==> src/rtl/sysrst_pkg.sv <==
package sysrst_pkg;
   localparam int unsigned NUM_SRC = 3;
   typedef enum logic [1:0] {
      SRC_POR = 2'd0,
      SRC_PIN = 2'd1,
      SRC_WDT = 2'd2
   } rst_src_e;
endpackage

==> src/rtl/sysrst_sync.sv <==
module sysrst_sync #(
   parameter int unsigned STAGES  = 2,
   parameter logic        RST_VAL = 1'b0
) (
   input  logic clk,
   input  logic arst,
   input  logic d,
   output logic q
);
   logic [STAGES-1:0] chain;

   generate
      if (STAGES < 2) begin : g_bad
         $error("sysrst_sync: STAGES must be at least 2");
      end
   endgenerate

   always_ff @(posedge clk or posedge arst) begin
      if (arst) chain <= {STAGES{RST_VAL}};
      else      chain <= {chain[STAGES-2:0], d};
   end

   assign q = chain[STAGES-1];
endmodule

==> src/rtl/sysrst_pin_filter.sv <==
module sysrst_pin_filter #(
   parameter int unsigned FILT = 4
) (
   input  logic clk,
   input  logic arst,
   input  logic pin_s_n,
   output logic req
);
   generate
      if (FILT == 0) begin : g_pass
         assign req = ~pin_s_n;
      end else begin : g_cnt
         localparam int unsigned W = $clog2(FILT + 1);
         localparam logic [W-1:0] LIMIT = W'(FILT);
         logic [W-1:0] low_cnt;

         always_ff @(posedge clk or posedge arst) begin
            if (arst)                 low_cnt <= '0;
            else if (pin_s_n)         low_cnt <= '0;
            else if (low_cnt != LIMIT) low_cnt <= low_cnt + 1'b1;
         end

         assign req = (low_cnt == LIMIT);


         pin_glitch_chk: assert property (@(posedge clk) disable iff (arst)
            req |-> $past(!pin_s_n));
      end
   endgenerate
endmodule

==> src/rtl/sysrst_delay.sv <==
module sysrst_delay #(
   parameter int unsigned DLY_SHORT = 16,
   parameter int unsigned DLY_LONG  = 512
) (
   input  logic clk,
   input  logic arst,
   input  logic req,
   input  logic fuse_prog,
   output logic rst_o,
   output logic vec_ld
);
   localparam int unsigned CW = $clog2(DLY_LONG + 1);
   localparam logic [CW-1:0] LAST_S = CW'(DLY_SHORT - 1);
   localparam logic [CW-1:0] LAST_L = CW'(DLY_LONG - 1);

   logic [CW-1:0] cnt;
   logic [CW-1:0] last;

   assign last = fuse_prog ? LAST_S : LAST_L;

   always_ff @(posedge clk or posedge arst) begin
      if (arst) begin
         cnt    <= '0;
         rst_o  <= 1'b1;
         vec_ld <= 1'b0;
      end else begin
         vec_ld <= 1'b0;
         if (req) begin
            rst_o <= 1'b1;
            cnt   <= '0;
         end else if (rst_o) begin
            if (cnt >= last) begin
               rst_o  <= 1'b0;
               cnt    <= '0;
               vec_ld <= 1'b1;
            end else begin
               cnt <= cnt + 1'b1;
            end
         end
      end
   end


   req_hold_chk: assert property (@(posedge clk) disable iff (arst)
      req |=> rst_o);

   vec_after_rel_chk: assert property (@(posedge clk) disable iff (arst)
      vec_ld |-> (!rst_o && $past(rst_o)));

   rel_strobe_chk: assert property (@(posedge clk) disable iff (arst)
      $fell(rst_o) |-> vec_ld);

   stay_free_chk: assert property (@(posedge clk) disable iff (arst)
      (!rst_o && !req) |=> !rst_o);
endmodule

==> src/rtl/sysrst_flags.sv <==
module sysrst_flags
   import sysrst_pkg::*;
(
   input  logic               clk,
   input  logic               arst,
   input  logic               por_fire,
   input  logic               pin_req,
   input  logic               wd_req,
   input  logic [NUM_SRC-1:0] clr,
   output logic [NUM_SRC-1:0] flags
);
   localparam int P_POR = int'(SRC_POR);
   localparam int P_PIN = int'(SRC_PIN);
   localparam int P_WDT = int'(SRC_WDT);

   logic [NUM_SRC-1:0] set_v;
   assign set_v[P_POR] = por_fire;
   assign set_v[P_PIN] = pin_req;
   assign set_v[P_WDT] = wd_req;

   generate
      for (genvar i = 0; i < int'(NUM_SRC); i++) begin : g_bit
         if (i == P_POR) begin : g_por
            always_ff @(posedge clk or posedge arst) begin
               if (arst)          flags[i] <= 1'b1;
               else if (set_v[i]) flags[i] <= 1'b1;
               else if (clr[i])   flags[i] <= 1'b0;
            end
         end else begin : g_other
            always_ff @(posedge clk or posedge arst) begin
               if (arst)                     flags[i] <= 1'b0;
               else if (set_v[i])            flags[i] <= 1'b1;
               else if (clr[i] || por_fire)  flags[i] <= 1'b0;
            end
         end
      end
   endgenerate


   pin_flag_src_chk: assert property (@(posedge clk) disable iff (arst)
      $rose(flags[P_PIN]) |-> $past(pin_req));

   wdt_flag_src_chk: assert property (@(posedge clk) disable iff (arst)
      $rose(flags[P_WDT]) |-> $past(wd_req));

   por_clears_chk: assert property (@(posedge clk) disable iff (arst)
      (por_fire && !pin_req && !wd_req) |=> (flags[P_PIN] == 1'b0 && flags[P_WDT] == 1'b0));
endmodule

==> src/rtl/sysrst_sequencer.sv <==
module sysrst_sequencer
   import sysrst_pkg::*;
#(
   parameter int unsigned SYNC_STAGES = 2,
   parameter int unsigned PIN_FILT    = 4,
   parameter int unsigned DLY_SHORT   = 16,
   parameter int unsigned DLY_LONG    = 512
) (
   input  logic               wdo_clk,
   input  logic               sup_low,
   input  logic               sup_ok,
   input  logic               pin_n,
   input  logic               wd_exp,
   input  logic               wd_en,
   input  logic               fuse_prog,
   input  logic [NUM_SRC-1:0] flag_clr,
   output logic               rst_o,
   output logic               vec_ld,
   output logic [NUM_SRC-1:0] cause
);
   generate
      if (DLY_SHORT < 1) begin : g_bad_short
         $error("sysrst_sequencer: DLY_SHORT must be at least 1");
      end
      if (DLY_LONG < DLY_SHORT) begin : g_bad_long
         $error("sysrst_sequencer: DLY_LONG must not be below DLY_SHORT");
      end
   endgenerate

   logic pin_s_n;
   logic ok_s;
   logic pin_req;
   logic wd_req;
   logic armed;
   logic por_fire;
   logic any_req;

   sysrst_sync #(.STAGES(SYNC_STAGES), .RST_VAL(1'b1)) u_pin_sync (
      .clk(wdo_clk), .arst(sup_low), .d(pin_n), .q(pin_s_n));

   sysrst_sync #(.STAGES(SYNC_STAGES), .RST_VAL(1'b0)) u_ok_sync (
      .clk(wdo_clk), .arst(sup_low), .d(sup_ok), .q(ok_s));

   sysrst_pin_filter #(.FILT(PIN_FILT)) u_filt (
      .clk(wdo_clk), .arst(sup_low), .pin_s_n(pin_s_n), .req(pin_req));

   always_ff @(posedge wdo_clk or posedge sup_low) begin
      if (sup_low) begin
         armed  <= 1'b1;
         wd_req <= 1'b0;
      end else begin
         if (ok_s) armed <= 1'b0;
         wd_req <= wd_exp & wd_en;
      end
   end

   assign por_fire = armed & ok_s;
   assign any_req  = armed | pin_req | wd_req;

   sysrst_delay #(.DLY_SHORT(DLY_SHORT), .DLY_LONG(DLY_LONG)) u_dly (
      .clk(wdo_clk), .arst(sup_low), .req(any_req), .fuse_prog(fuse_prog),
      .rst_o(rst_o), .vec_ld(vec_ld));

   sysrst_flags u_flags (
      .clk(wdo_clk), .arst(sup_low), .por_fire(por_fire), .pin_req(pin_req),
      .wd_req(wd_req), .clr(flag_clr), .flags(cause));


   no_rearm_chk: assert property (@(posedge wdo_clk) disable iff (sup_low)
      !armed |=> !armed);

   wd_gate_chk: assert property (@(posedge wdo_clk) disable iff (sup_low)
      (wd_exp && !wd_en) |=> !wd_req);
endmodule

==> config.mk <==
export PLATFORM = sky130hd
export DESIGN_NAME = sysrst_sequencer
export DESIGN_NICKNAME = d
export VERILOG_FILES = /design/src/rtl/sysrst_pkg.sv /design/src/rtl/sysrst_sync.sv /design/src/rtl/sysrst_pin_filter.sv /design/src/rtl/sysrst_delay.sv /design/src/rtl/sysrst_flags.sv /design/src/rtl/sysrst_sequencer.sv
export SDC_FILE = /design/constraint.sdc
export NUM_CORES = 1
export LEC_CHECK = 0
export ABC_AREA = 1
export CORE_UTILIZATION = 44
export CTS_CLUSTER_DIAMETER = 80
export CTS_CLUSTER_SIZE = 28
export DETAILED_ROUTE_END_ITERATION = 10
export GPL_TIMING_DRIVEN = 0
export HOLD_SLACK_MARGIN = 0.08
export PLACE_DENSITY_LB_ADDON = 0.12
export SLEW_MARGIN = 10
export SYNTH_ARGS = -nofsm -noshare
export SYNTH_HDL_FRONTEND = slang
export SYNTH_SLANG_ARGS = --single-unit
==> constraint.sdc <==
create_clock -name wdo_clk -period 2.35 [get_ports wdo_clk]
set_input_delay 0.235 -clock wdo_clk [delete_from_list [all_inputs] [get_ports wdo_clk]]
set_output_delay 0.235 -clock wdo_clk [all_outputs]
set_load 0.05 [all_outputs]
==> reports/metrics.cfg <==
[run_status]
status=finished clean

[yosys]
syn_area_per_cell_sq_um=9.01
syn_area_sq_mm=0.00128
synth_cell_type_count=24
yosysTopAreaCell=dfrtp_1
syn_inst=142
synth_seq_cells=24
synth_top_cell_area_share_pct=37.1
ys_seq_area_share_pct=47.4
yosys_warnings=0
syn_nets=160
ys_top_cells_by_area=dfrtp_1 (37%), dfstp_2 (10%), nand2_1 (7.9%), ha_1 (7.8%), inv_1 (7.0%)

[final_layout]
multiInputGateArea_sq_um=583
final_cell_mix=nand2_1 (27), inv_1 (24), dfrtp_1 (19)
syn_to_final_growth_pct=18.1
drive_gt1_share_pct=13.8
fillCellCount=249
n_antenna_cell=0
final_area_sq_mm=0.00151
nNetsFinal=179
layout_commonest_cell=nand2_1
regArea_sq_um=607

[worst_setup_path]
reg2reg_slack_ns=0.85
endpoint_kind=output pin
cp_top_family=buffers and inverters
slowest_delay_ns=0.79
critPathKind=reg2out
worstPathArrival_ns=1.66
critical_path_required_ns=2.12
critical_path_buf_inv_count=1
path_cells=clkdlybuf4s50_1
cp-start-kind=register
cpMaxStageDelayCell=clkdlybuf4s50_1
crit_fanout=2

[sta]
finalCriticalPeriod_ns=1.90
hold_viol=0
max_freq_mhz=526
tightest_slew_ns=0.888
fin_crit_sh_pct=80.8
tns_ns=0
slew_headroom_pct=40.8
skew_ns=0.0137
finalSetupViolCount=0
slew_viol_final=0
rsz0062_at_grt=no
timing.hold.ws_ns=0.317

[clocking]
cts_sinks=24
postCtsSetupRepairBufs=0
cts-root-buf=clkbuf_4
ctsResizeCount=0
cts_tree=built
htree_levels=1
cts_buffers=3
clk_pin_slew_ns=0.15
clock_latency_ns=0.32
cts_hold_buffers=0
cts_buffer_depth=2

[floorplan]
ioPinCount=15
fp.dieH_um=55.9
rows=19
start_util_pct=46.4
die_w_um=55.9
die-area_sq_mm=0.00313
core_area_sq_mm=0.00276

[detailed_routing]
wl_met2_um=1050
met3_length_um=53
post_drt_via_cell_ratio=4.95
drtIter0Drc=23
wl_met1_um=1090
drt_pass1_iterations=4
drt.antenna.violating_nets=0
drc_errors=0
drt_wl_total_um=2230
vias=946
dr.max_layer_used=met4
wire_per_inst_um=11.7

[place]
port_buffers=14
place_area_sq_mm=0.00146
post-dp-hpwl_um=1690
gp_congestion=0.721

[global_route]
grt_pass1_wl_um=4000
grt.total_usage_pct=16.4
grt_pass1_vias=907
overflow=0
grt_max_degree=25
antenna_found_initial=0

[power]
p_leak_nw=0.730
peakVddDrop_mv=0.409
p_per_area_mw_per_mm2=708

[hold_path]
hold_class=in2reg

[flow_run]
max_cap_viol_count=0

## metrics by stage
step / std cells / power, mW / utilization, % / worst slack [ns]
after CTS: 191 / 1.08 / 54.8 / 0.441
after detailed placement: 187 / 0.775 / 52.9 / 0.522
after floorplan: 142 / 0.701 / - / 0.969
final: 191 / 1.07 / 54.8 / 0.450
after global placement: 187 / 0.764 / 52.9 / 0.549
after global routing: 191 / 1.14 / 54.8 / 0.396
## logic make-up (layout without fill, tap and decap cells)
group                      after synthesis  count (layout)  synth area share [%]
and+or+nand+nor                         62              62                  22.9
xor gates and xnor gates                 6               6                  4.11
AOI/OAI and AO/OA                       18              18                  10.8
adders and majority gates                8               8                  7.82
buffers and inverters                   24              42                  7.04
DFF                                     24              24                  47.4
## final timing paths
kind,endpoint,startpoint,depth (start not counted)
max reg2reg,u_dly.cnt[9]$_DFFE_PP0P_,u_dly.cnt[7]$_DFFE_PP0P_,6
max,rst_o,u_dly.rst_o$_DFF_PP1_,1
min in group asynchronous,u_dly.cnt[0]$_DFFE_PP0P_,sup_low,2
max in group asynchronous,u_filt.g_cnt.low_cnt[2]$_DFFE_PP0P_,sup_low,2
min reg2reg,u_pin_sync.chain[1]$_DFF_PP1_,u_pin_sync.chain[0]$_DFF_PP1_,0
min,u_pin_sync.chain[0]$_DFF_PP1_,pin_n,1
## sequential cells by signal, summed over array words and instances (netlist names)
name / flops
u_ok_sync.chain: 2
u_filt.g_cnt.low_cnt: 3
u_dly.cnt: 10
u_flags.flags: 3
armed: 1
u_pin_sync.chain: 2
u_dly.rst_o: 1
wd_req: 1
u_dly.vec_ld: 1
## synthesized netlist by cell type
master and instances:
a21oi_1 1, nand3_4 1, xnor2_1 2, nor2_1 16
ha_1 8, nand3b_1 1, nand4_1 4, o21bai_2 1
dfrtp_1 19, a32o_1 1, o21ai_0 5, nand3_1 5
o21bai_1 7, nor2_2 2, xor2_1 4, inv_1 24
nand2_1 27, nand3_2 1, o21ai_2 1, a21oi_4 1
or2_4 1, dfstp_2 5, nand2_2 4, a31o_2 1
## metal layers
metal / track usage (%) / up-vias
li1: - / 488
met1: 22.2 / 440
met2: 26.2 / 14
met3: 2.33 / 4
met4: 7.32 / 0
met5: 0 / -
## final cells by class
cell class | instances | area share [%]
tap | 31 | 2.57
sequential | 24 | 40.1
clock inverter | 1 | 1.99
inverter | 24 | 5.96
clock buffer | 3 | 1.49
timing repair buffer | 14 | 9.27
multi-input combinational | 94 | 38.6
## report_power, final
part / switching [mW] / internal (mW) / total, mW / leakage [nW]
Clock: 0.130 / 0.172 / 0.302 / 0.0279
Combinational: 0.139 / 0.103 / 0.243 / 0.400
Sequential: 0.0553 / 0.471 / 0.526 / 0.303
(Power assumes the default switching activity.)
